### src/rtl/rx_eof_pkg.sv
// Package: shared constants for the receive-path end-of-frame status block.
// Assumes an 8-bit register width; bit positions are fixed by the status map.
package rx_eof_pkg;
    localparam int FLAG_W   = 8;
    localparam int BIT_CAR  = 0;
    localparam int BIT_AMP  = 1;
    localparam int BIT_SYM  = 2;
    localparam int BIT_MAN  = 3;
    localparam int BIT_TMO  = 4;
    localparam int BIT_LEN  = 5;
    localparam int BIT_RSS  = 6;
    localparam int BIT_OTH  = 7;
    localparam int IRQ_CLR_BIT = 0;
endpackage

### src/rtl/rx_eof_cond.sv
// Module: condition-select register.
// Loads on every write strobe and flags a write whose value differs from
// the stored one, so the status flags can be cleared.
module rx_eof_cond #(
    parameter int W = 8
) (
    input  logic         clk,
    input  logic         rst_n,
    input  logic         wr_i,
    input  logic [W-1:0] wdata_i,
    output logic [W-1:0] cond_o,
    output logic         chg_o
);
    logic [W-1:0] cond_q;

    // Flag a write that changes the stored mask.
    always_comb chg_o = wr_i && (wdata_i != cond_q);

    // Hold the mask; reload it on each write.
    always_ff @(posedge clk) begin
        if (!rst_n)    cond_q <= '0;
        else if (wr_i) cond_q <= wdata_i;
    end

    assign cond_o = cond_q;


    cond_load_chk: assert property (@(posedge clk) disable iff (!rst_n)
        wr_i |=> (cond_o == $past(wdata_i)));
endmodule

### src/rtl/rx_eof_flags.sv
// Module: sticky status flags, one cell per bit.
// Assumes set_v is already masked by path enable. A set event outranks
// every clear source in the same cycle.
module rx_eof_flags #(
    parameter int W = 8
) (
    input  logic         clk,
    input  logic         rst_n,
    input  logic [W-1:0] set_v,
    input  logic [W-1:0] sw_clr_v,
    input  logic         clr_all_i,
    input  logic         path_en_i,
    output logic [W-1:0] stat_o
);
    logic [W-1:0] stat_q;

    for (genvar i = 0; i < W; i++) begin : g_bit
        // One sticky bit: set wins, then per-bit or global clear, else hold.
        always_ff @(posedge clk) begin
            if (!rst_n)                        stat_q[i] <= 1'b0;
            else if (set_v[i])                 stat_q[i] <= 1'b1;
            else if (clr_all_i || sw_clr_v[i]) stat_q[i] <= 1'b0;
        end
    end

    assign stat_o = stat_q;


    set_wins_chk: assert property (@(posedge clk) disable iff (!rst_n)
        (set_v != '0) |=> ((stat_o & $past(set_v)) == $past(set_v)));


    path_off_clear_chk: assert property (@(posedge clk) disable iff (!rst_n)
        !path_en_i |=> (stat_o == '0));


    keep_unwritten_chk: assert property (@(posedge clk) disable iff (!rst_n)
        (!clr_all_i && set_v == '0) |=> ((stat_o & ~$past(sw_clr_v)) == ($past(stat_o) & ~$past(sw_clr_v))));
endmodule

### src/rtl/rx_eof_irq.sv
// Module: sticky end-of-frame interrupt with the hardware-mode pointer.
// A rising interrupt in hardware mode toggles the pointer and requests a
// status clear for the next cycle.
module rx_eof_irq (
    input  logic clk,
    input  logic rst_n,
    input  logic path_en_i,
    input  logic hw_mode_i,
    input  logic hit_i,
    input  logic wr_clr_i,
    output logic irq_o,
    output logic ptr_o,
    output logic auto_clr_o
);
    logic irq_q, ptr_q, auto_q, rise;

    // Interrupt rises only from low with the path enabled.
    always_comb rise = path_en_i && hit_i && !irq_q;

    // Interrupt flag: disable clears, enabled hit sets, write-1 clears.
    always_ff @(posedge clk) begin
        if (!rst_n)          irq_q <= 1'b0;
        else if (!path_en_i) irq_q <= 1'b0;
        else if (hit_i)      irq_q <= 1'b1;
        else if (wr_clr_i)   irq_q <= 1'b0;
    end

    // Pointer toggle and next-cycle auto clear in hardware mode.
    always_ff @(posedge clk) begin
        if (!rst_n) begin
            ptr_q  <= 1'b0;
            auto_q <= 1'b0;
        end else begin
            auto_q <= hw_mode_i && rise;
            if (hw_mode_i && rise) ptr_q <= ~ptr_q;
        end
    end

    assign irq_o      = irq_q;
    assign ptr_o      = ptr_q;
    assign auto_clr_o = auto_q;


    hit_raises_chk: assert property (@(posedge clk) disable iff (!rst_n)
        (path_en_i && hit_i) |=> irq_o);


    ptr_hold_chk: assert property (@(posedge clk) disable iff (!rst_n)
        !(hw_mode_i && path_en_i && hit_i && !irq_o) |=> $stable(ptr_o));


    irq_off_chk: assert property (@(posedge clk) disable iff (!rst_n)
        !path_en_i |=> !irq_o);
endmodule

### src/rtl/rx_eof_status.sv
// Module: receive-path end-of-frame status block (top).
// Merges detector pulses into sticky flags, gates them through the
// condition mask into a sticky interrupt, and handles hardware-managed
// clearing. Assumes all pulses are synchronous to clk.
module rx_eof_status
    import rx_eof_pkg::*;
#(
    parameter int W = FLAG_W
) (
    input  logic         clk,
    input  logic         rst_n,
    input  logic         path_en_i,
    input  logic         hw_mode_i,
    input  logic [W-1:0] evt_i,
    input  logic         tmo_wake_i,
    input  logic         tmo_sof_i,
    input  logic         wr_stat_i,
    input  logic         wr_cond_i,
    input  logic         wr_irq_i,
    input  logic [W-1:0] wdata_i,
    output logic [W-1:0] stat_o,
    output logic [W-1:0] cond_o,
    output logic         irq_o,
    output logic         ptr_o
);
    logic [W-1:0] set_v, sw_clr_v, tmo_v;
    logic         cond_chg, irq_wr_clr, auto_clr, clr_all, hit;

    // Place the merged timeout pulse on its status bit.
    always_comb begin
        tmo_v = '0;
        tmo_v[BIT_TMO] = tmo_wake_i | tmo_sof_i;
    end

    // Gate set events by path enable; gate software clears by mode.
    always_comb begin
        set_v      = path_en_i ? (evt_i | tmo_v) : '0;
        sw_clr_v   = (wr_stat_i && !hw_mode_i) ? wdata_i : '0;
        irq_wr_clr = wr_irq_i && wdata_i[IRQ_CLR_BIT];
        clr_all    = !path_en_i || irq_wr_clr || cond_chg || auto_clr;
        hit        = |(set_v & cond_o);
    end

    rx_eof_cond #(.W(W)) u_cond (
        .clk     (clk),
        .rst_n   (rst_n),
        .wr_i    (wr_cond_i),
        .wdata_i (wdata_i),
        .cond_o  (cond_o),
        .chg_o   (cond_chg)
    );

    rx_eof_flags #(.W(W)) u_flags (
        .clk       (clk),
        .rst_n     (rst_n),
        .set_v     (set_v),
        .sw_clr_v  (sw_clr_v),
        .clr_all_i (clr_all),
        .path_en_i (path_en_i),
        .stat_o    (stat_o)
    );

    rx_eof_irq u_irq (
        .clk        (clk),
        .rst_n      (rst_n),
        .path_en_i  (path_en_i),
        .hw_mode_i  (hw_mode_i),
        .hit_i      (hit),
        .wr_clr_i   (irq_wr_clr),
        .irq_o      (irq_o),
        .ptr_o      (ptr_o),
        .auto_clr_o (auto_clr)
    );


    hw_readonly_chk: assert property (@(posedge clk) disable iff (!rst_n)
        (hw_mode_i && path_en_i && !irq_wr_clr && !cond_chg && !auto_clr && set_v == '0)
        |=> (stat_o == $past(stat_o)));


    tmo_merge_chk: assert property (@(posedge clk) disable iff (!rst_n)
        (path_en_i && (tmo_wake_i || tmo_sof_i)) |=> stat_o[BIT_TMO]);
endmodule

### config.mk
export PLATFORM = sky130hd
export DESIGN_NAME = rx_eof_status
export DESIGN_NICKNAME = d
export VERILOG_FILES = /design/src/rtl/rx_eof_pkg.sv /design/src/rtl/rx_eof_cond.sv /design/src/rtl/rx_eof_flags.sv /design/src/rtl/rx_eof_irq.sv /design/src/rtl/rx_eof_status.sv
export SDC_FILE = /design/constraint.sdc
export NUM_CORES = 1
export LEC_CHECK = 0
export CORE_MARGIN = 8
export CORE_UTILIZATION = 50
export DETAILED_ROUTE_END_ITERATION = 7
export DONT_BUFFER_PORTS = 1
export GPL_ROUTABILITY_DRIVEN = 0
export PLACE_DENSITY_LB_ADDON = 0.15
export SLEW_MARGIN = 20
export SYNTH_ARGS = -nofsm -noshare
export SYNTH_HDL_FRONTEND = slang
export SYNTH_SLANG_ARGS = --single-unit
### constraint.sdc
create_clock -name clk -period 2.4 [get_ports clk]
set_input_delay 0.24 -clock clk [delete_from_list [all_inputs] [get_ports clk]]
set_output_delay 0.24 -clock clk [all_outputs]
set_load 0.1 [all_outputs]
==> results of run 1 <==
worst paths after layout:
path | start | end | slack [ns] | cells past startpoint
worst max register to register | u_cond.cond_o[4]$_SDFFE_PN0P_ | u_irq.ptr_o$_SDFFE_PN0P_ | 0.99 | 5
worst min-delay path | evt_i[2] | u_flags.stat_o[2]$_SDFFE_PN0P_ | 0.06 | 2
worst max-delay path | u_cond.cond_o[4]$_SDFFE_PN0P_ | u_irq.ptr_o$_SDFFE_PN0P_ | 0.99 | 5
worst min register to register | u_flags.stat_o[7]$_SDFFE_PN0P_ | u_flags.stat_o[7]$_SDFFE_PN0P_ | 0.51 | 2
Yosys cell counts (2+ instances only):
| cell type | n |
|---|---|
| nand3_1 | 8 |
| nand2_2 | 2 |
| nand2_1 | 16 |
| xor2_1 | 8 |
| nand4b_1 | 8 |
| dfxtp_1 | 19 |
| nor2_1 | 10 |
| a22oi_1 | 2 |
| nor4_2 | 2 |
| mux2i_1 | 8 |
| o211ai_1 | 8 |
| o31ai_1 | 2 |
through the flow:
step | worst slack [ns] | hold WS (ns) | instance area (um2)
5_1_grt | 0.882 | 0.0660 | 1150
2_1_floorplan | 0.555 | 0.366 | 978
3_3_place_gp | 1.05 | 0.369 | 1120
4_1_cts | 0.982 | 0.0655 | 1150
3_5_place_dp | 1.01 | 0.376 | 1120
6_report | 0.986 | 0.0633 | 1150
state kept, by name, summed over array words and instances, names as in the netlist:
signal	count
u_cond.cond_o	8
u_flags.stat_o	8
u_irq.auto_clr_o	1
u_irq.irq_o	1
u_irq.ptr_o	1
cells by family after synthesis:
| kind of cell | after synthesis | share of synthesized area, % |
|---|---|---|
| buffers and inverters | 5 | 2.81 |
| DFF | 19 | 38.9 |
| xor gates and xnor gates | 9 | 8.06 |
| and+or+nand+nor | 52 | 30.4 |
| AOI/OAI and AO/OA | 15 | 11.6 |
| muxes | 8 | 8.18 |
area by class of cell:
type | count | area (um2) | share of cell area [%]
Clock buffer | 4 | 26.3 | 2.29
Multi-Input combinational cell | 84 | 571 | 49.6
Timing Repair Buffer | 18 | 135 | 11.8
Sequential cell | 19 | 380 | 33.1
Tap cell | 27 | 33.8 | 2.94
Inverter | 1 | 3.75 | 0.326
report_power, final:
group          switching (uW)  internal (uW)
Clock                    99.0           64.8
Sequential               13.2            333
Combinational             177           56.1
worst max-delay path, delay by kind of cell (launching register included):
family,cells,cell delay [ns]
compound gates,2,0.42
xor+xnor,1,0.15
buf+inv,1,0.31
flops,1,0.37
simple gates,1,0.05
layer usage:
metal | global-route usage [%] | vias to the layer above
li1 | - | 432
met5 | 0 | -
met1 | 18.0 | 426
met4 | 6.46 | 0
met3 | 4.09 | 5
met2 | 25.8 | 27
==> flow_summary_export.csv, run 1 <==
group,metric,value,unit
routing,detail_route.wl_per_cell,17.7,um
logic_synthesis,synth_flop_cell,"dfxtp_1",
logic_synthesis,synth.avg_cell_area,9.06,um2
worst_setup_path,path_class,"reg -> reg",
routing,wirelength,2700,um
finish,fillers,172,
sta,tightest_slew,0.625,ns
pwr,ir_drop,0.000416,V
routing,firstDrtPassIters,4,
routing,dr_wl_met3,192,um
global_routing,gr-usage-all-layers,15.5,%
sta,fin_crit,1.41,ns
hold_path,min_path_type,"in -> reg",
clock_tree,cts_root_buf,"clkbuf_4",
clock_tree,clockBufferDepth,2,
pwr,p_leak,0.000456,uW
logic_synthesis,async_reset_ff_share,0,%
outcome,status,"complete, no violations",
logic_synthesis,yosysWarningCount,0,
sta,slew-limit-headroom,58.3,%
sta,clock_skew,0.00258,ns
worst_setup_path,max_stage_delay,0.37,ns
logic_synthesis,synth_edf_count,0,
logic_synthesis,yosysTopAreaCellShare,38.9,%
worst_setup_path,cpMaxStageDelayCell,"dfxtp_1",
global_routing,grt_first_pass_wirelength,4260,um
floorplan,pin_count,43,
routing,drt_drc_violations_left,0,
clock_tree,cts_resized,0,
sta,rsz0062_at_grt,"no",
floorplan,die_area,3630,um2
routing,via_per_inst,5.82,
routing,drt_iter0_drc,22,
worst_setup_path,path_cells,"buf_4, o31ai_1, a41oi_1, xnor2_1, nor2_1",
global_routing,antenna_found_initial,0,
routing,antenna_left,0,
global_routing,grt_max_degree,17,
clock_tree,hold_buffers,0,
floorplan,core_region_area,1900,um2
clock_tree,h-tree-depth,1,
finish,final_common_cell,"dfxtp_1",
sta,fmax,707,MHz
finish,diodes,0,
global_routing,grt_pass1_vias,882,
finish,final_cell_mix,"dfxtp_1, buf_4, nand2_1",
floorplan,num_rows,16,
global_routing,grt_overflow,0,
floorplan,fp.dieH,60.2,um
clock_tree,clock-sinks,19,
routing,wl_met2,1420,um
finish,syn_to_final_growth,17.5,%
worst_setup_path,cp.arrival,1.60,ns
logic_synthesis,syn_inst,108,
finish,nNetsFinal,152,
clock_tree,cts_tree,"built",
clock_tree,clkTransAtPathRegs,0.11,ns
sta,finalHoldViolations,0,
finish,fin_cells,153,
sta,setup_viol,0,
pwr,power_density,646,nW/um2
pwr,p_total,743,uW
logic_synthesis,synth_area_leaders,"dfxtp_1, mux2i_1, nand4b_1",
floorplan,start_util,51.4,%
sta,timing.final.crit_share,58.9,%
worst_setup_path,path_max_fanout,3,
clock_tree,cts-buffers-inserted,3,
placement,placed_cells_incl_taps,149,
logic_synthesis,synth.distinct_cells,27,
logic_synthesis,syn-cell-area,978,um2
logic_synthesis,syn-num-nets,133,
clock_tree,post_cts_buffers,0,
floorplan,die_w,60.2,um
logic_synthesis,yosysSeqAreaShare,38.9,%
placement,io_buffers,0,
routing,top_layer_used,"met4",
sta,setup_tns,0,ns
routing,met1_length,1050,um
worst_setup_path,crit_path_start_kind,"flop",
clock_tree,worst_skew_pair.late_latency,0.30,ns
logic_synthesis,synth_top_area_cell,"dfxtp_1",
sta,drv_slew,0,
finish,drive_gt1_share,20.6,%
worst_setup_path,cp_data_required_time,2.59,ns
placement,dp_hpwl,2170,um
flow_run,drv_cap,0,
routing,num_vias,890,
finish,finalCoreUtilization,60.5,%
logic_synthesis,ys_ff_latch,19,
worst_setup_path,end_kind,"flop",
Note: power is estimated with default switching activity, not from simulation.
==> run 2: changes to the inputs <==
==> constraint.sdc (replaced) <==
create_clock -name clk -period 1.3 [get_ports clk]
set_input_delay 0.13 -clock clk [delete_from_list [all_inputs] [get_ports clk]]
set_output_delay 0.13 -clock clk [all_outputs]
set_load 0.1 [all_outputs]
==> run 2 against run 1 <==
  * The flow now finishes with violations (hold timing, setup timing)
  * Largest cell class unchanged
  * Highest routed layer unchanged
  * Flip-flop and latch count stayed put
  * Sequential power is 85% higher
  * Cell area is 26% higher
  * Final cell count is 16% higher
  * Clock power is 85% higher
==> flow_summary_export.csv, run 2 (same netlist as run 1, synthesis figures left out) <==
group,metric,value,unit
worst_setup_path,end_kind,"flop",
worst_setup_path,reg2reg_from,"u_cond.cond_o[7]$_SDFFE_PN0P_",
floorplan,pin_count,43,
sta,clock_skew,0.00526,ns
global_routing,gr-usage-all-layers,17.7,%
finish,diodes,0,
sta,rsz0062_at_grt,"yes",
clock_tree,cts_tree,"built",
global_routing,antenna_found_initial,0,
clock_tree,cts_root_buf,"clkbuf_4",
routing,wirelength,3270,um
routing,drt_drc_violations_left,0,
routing,firstDrtPassIters,6,
sta,setup_slack,-0.0640,ns
worst_setup_path,cp_data_required_time,1.51,ns
finish,fillers,130,
sta,timing.final.crit_share,105,%
floorplan,fp.dieH,60.2,um
floorplan,num_rows,16,
floorplan,die_area,3630,um2
clock_tree,clkTransAtPathRegs,0.11,ns
pwr,p_leak,0.000567,uW
clock_tree,cts-buffers-inserted,3,
routing,num_vias,1026,
sta,drv_slew,0,
clock_tree,clock-sinks,19,
finish,syn_to_final_growth,48.1,%
hold_path,holdPathEnd,"u_cond.cond_o[5]$_SDFFE_PN0P_",
pwr,ir_drop,0.000758,V
sta,slew-limit-headroom,61.0,%
global_routing,grt_max_degree,17,
global_routing,grt_overflow,0,
placement,dp_hpwl,2120,um
sta,setup_viol,9,
clock_tree,worst_skew_pair.late_latency,0.30,ns
finish,final_common_cell,"dlygate4sd3_1",
flow_run,drv_cap,0,
sta,fmax,733,MHz
floorplan,start_util,51.4,%
outcome,status,"complete, but fails checks",
routing,antenna_left,0,
floorplan,core_region_area,1900,um2
clock_tree,h-tree-depth,1,
global_routing,grt_pass1_vias,1031,
global_routing,grt_first_pass_wirelength,4910,um
finish,finalCoreUtilization,76.2,%
pwr,power_density,998,nW/um2
worst_setup_path,r2r_end,"u_flags.stat_o[0]$_SDFFE_PN0P_",
worst_setup_path,path_max_fanout,8,
routing,detail_route.wl_per_cell,18.4,um
clock_tree,clockBufferDepth,2,
finish,nNetsFinal,177,
routing,drt_iter0_drc,61,
worst_setup_path,reg2reg_slack,-0.06,ns
worst_setup_path,rr_worst_depth,4,
routing,via_per_inst,5.76,
sta,tightest_slew,0.583,ns
hold_path,hold_start,"wdata_i[5]",
worst_setup_path,cp.arrival,1.57,ns
finish,fin_cells,178,
hold_path,hold_path_depth,2,
placement,io_buffers,0,
sta,holdWs,-0.00650,ns
worst_setup_path,path_class,"reg -> reg",
finish,drive_gt1_share,31.8,%
finish,final_cell_mix,"dlygate4sd3_1, buf_4, nand2_1",
sta,finalHoldViolations,1,
hold_path,min_path_type,"in -> reg",
floorplan,die_w,60.2,um
placement,placed_cells_incl_taps,150,
sta,fin_crit,1.36,ns
outcome,violations,"hold timing, setup timing",
worst_setup_path,crit_path_start_kind,"flop",
run 2: cell types whose count changed in the layout (fill, tap and decap cells not counted):
cell | previous run | this run
buf_4 | 18 | 21
dlygate4sd3_1 | 0 | 22
xor2_1 | 8 | 6
xor2_2 | 0 | 2
dfxtp_2 | 0 | 9
dfxtp_1 | 19 | 2
dfxtp_4 | 0 | 8
run 2: how the worst max path moves through the flow:
stage	start	end	slack [ns]	depth (start not counted)
after floorplan	u_cond.cond_o[2]$_SDFFE_PN0P_	u_flags.stat_o[0]$_SDFFE_PN0P_	-0.01	4
after global placement	u_cond.cond_o[6]$_SDFFE_PN0P_	u_flags.stat_o[5]$_SDFFE_PN0P_	0.01	4
after detailed placement	u_cond.cond_o[6]$_SDFFE_PN0P_	u_flags.stat_o[6]$_SDFFE_PN0P_	-0.01	4
after CTS	u_cond.cond_o[3]$_SDFFE_PN0P_	u_irq.ptr_o$_SDFFE_PN0P_	-0.01	4
after global routing	u_cond.cond_o[2]$_SDFFE_PN0P_	u_flags.stat_o[0]$_SDFFE_PN0P_	-0.11	4
final	u_cond.cond_o[7]$_SDFFE_PN0P_	u_flags.stat_o[0]$_SDFFE_PN0P_	-0.06	4
run 2: power by group:
part / switching [uW] / leakage [uW] / internal [uW]
logic: 344 / 0.000386 / 158
registers: 29.3 / 0.000165 / 613
clock network: 184 / 0.0000150 / 120
run 2: critical path, cell delays in order (launching register included):
cell and delay [ns]:
dfxtp_4 0.38, xor2_2 0.15, nor4_2 0.33, nand2_2 0.19, o211ai_1 0.22
run 2: timing repair:
| action | 4_1_cts | 5_1_grt |
|---|---|---|
| setup endpoints to repair | 9 | 10 |
| hold buffers | 22 | 0 |
| setup buffers | 2 | 0 |
| pin swaps | 3 | 7 |
| gates cloned | 0 | 0 |
| hold endpoints to repair | 16 | 0 |
| gates resized for setup | 0 | 2 |
run 2: metal layers:
layer  wire length, um  track usage (%)  vias to the layer above
li1                  -                -                      478
met1              1270             21.3                      483
met2              1600             28.7                       59
met3               365             5.38                        6
met4                35             6.46                        0
met5                 0                0                        -
run 2: layout make-up:
cell class,instances,area [um2],share of cell area (%)
multi-input combinational,84,586,40.4
sequential,19,422,29.1
timing repair buffer,43,378,26.1
tap,27,33.8,2.33
clock buffer,4,26.3,1.81
inverter,1,3.75,0.259
run 2: per-stage QoR:
stage          setup TNS, ns  hold slack, ns  instance area (um2)  worst slack [ns]  power, uW
4_1_cts              -0.0124         0.00460                 1430           -0.0124       1440
5_1_grt               -0.757         0.00816                 1450            -0.115       1510
3_5_place_dp         -0.0232           0.265                 1170           -0.0136       1080
2_1_floorplan         -0.120           0.256                 1020           -0.0133       1010
3_3_place_gp               0           0.265                 1170           0.00972       1080
6_report              -0.216        -0.00650                 1450           -0.0640       1450
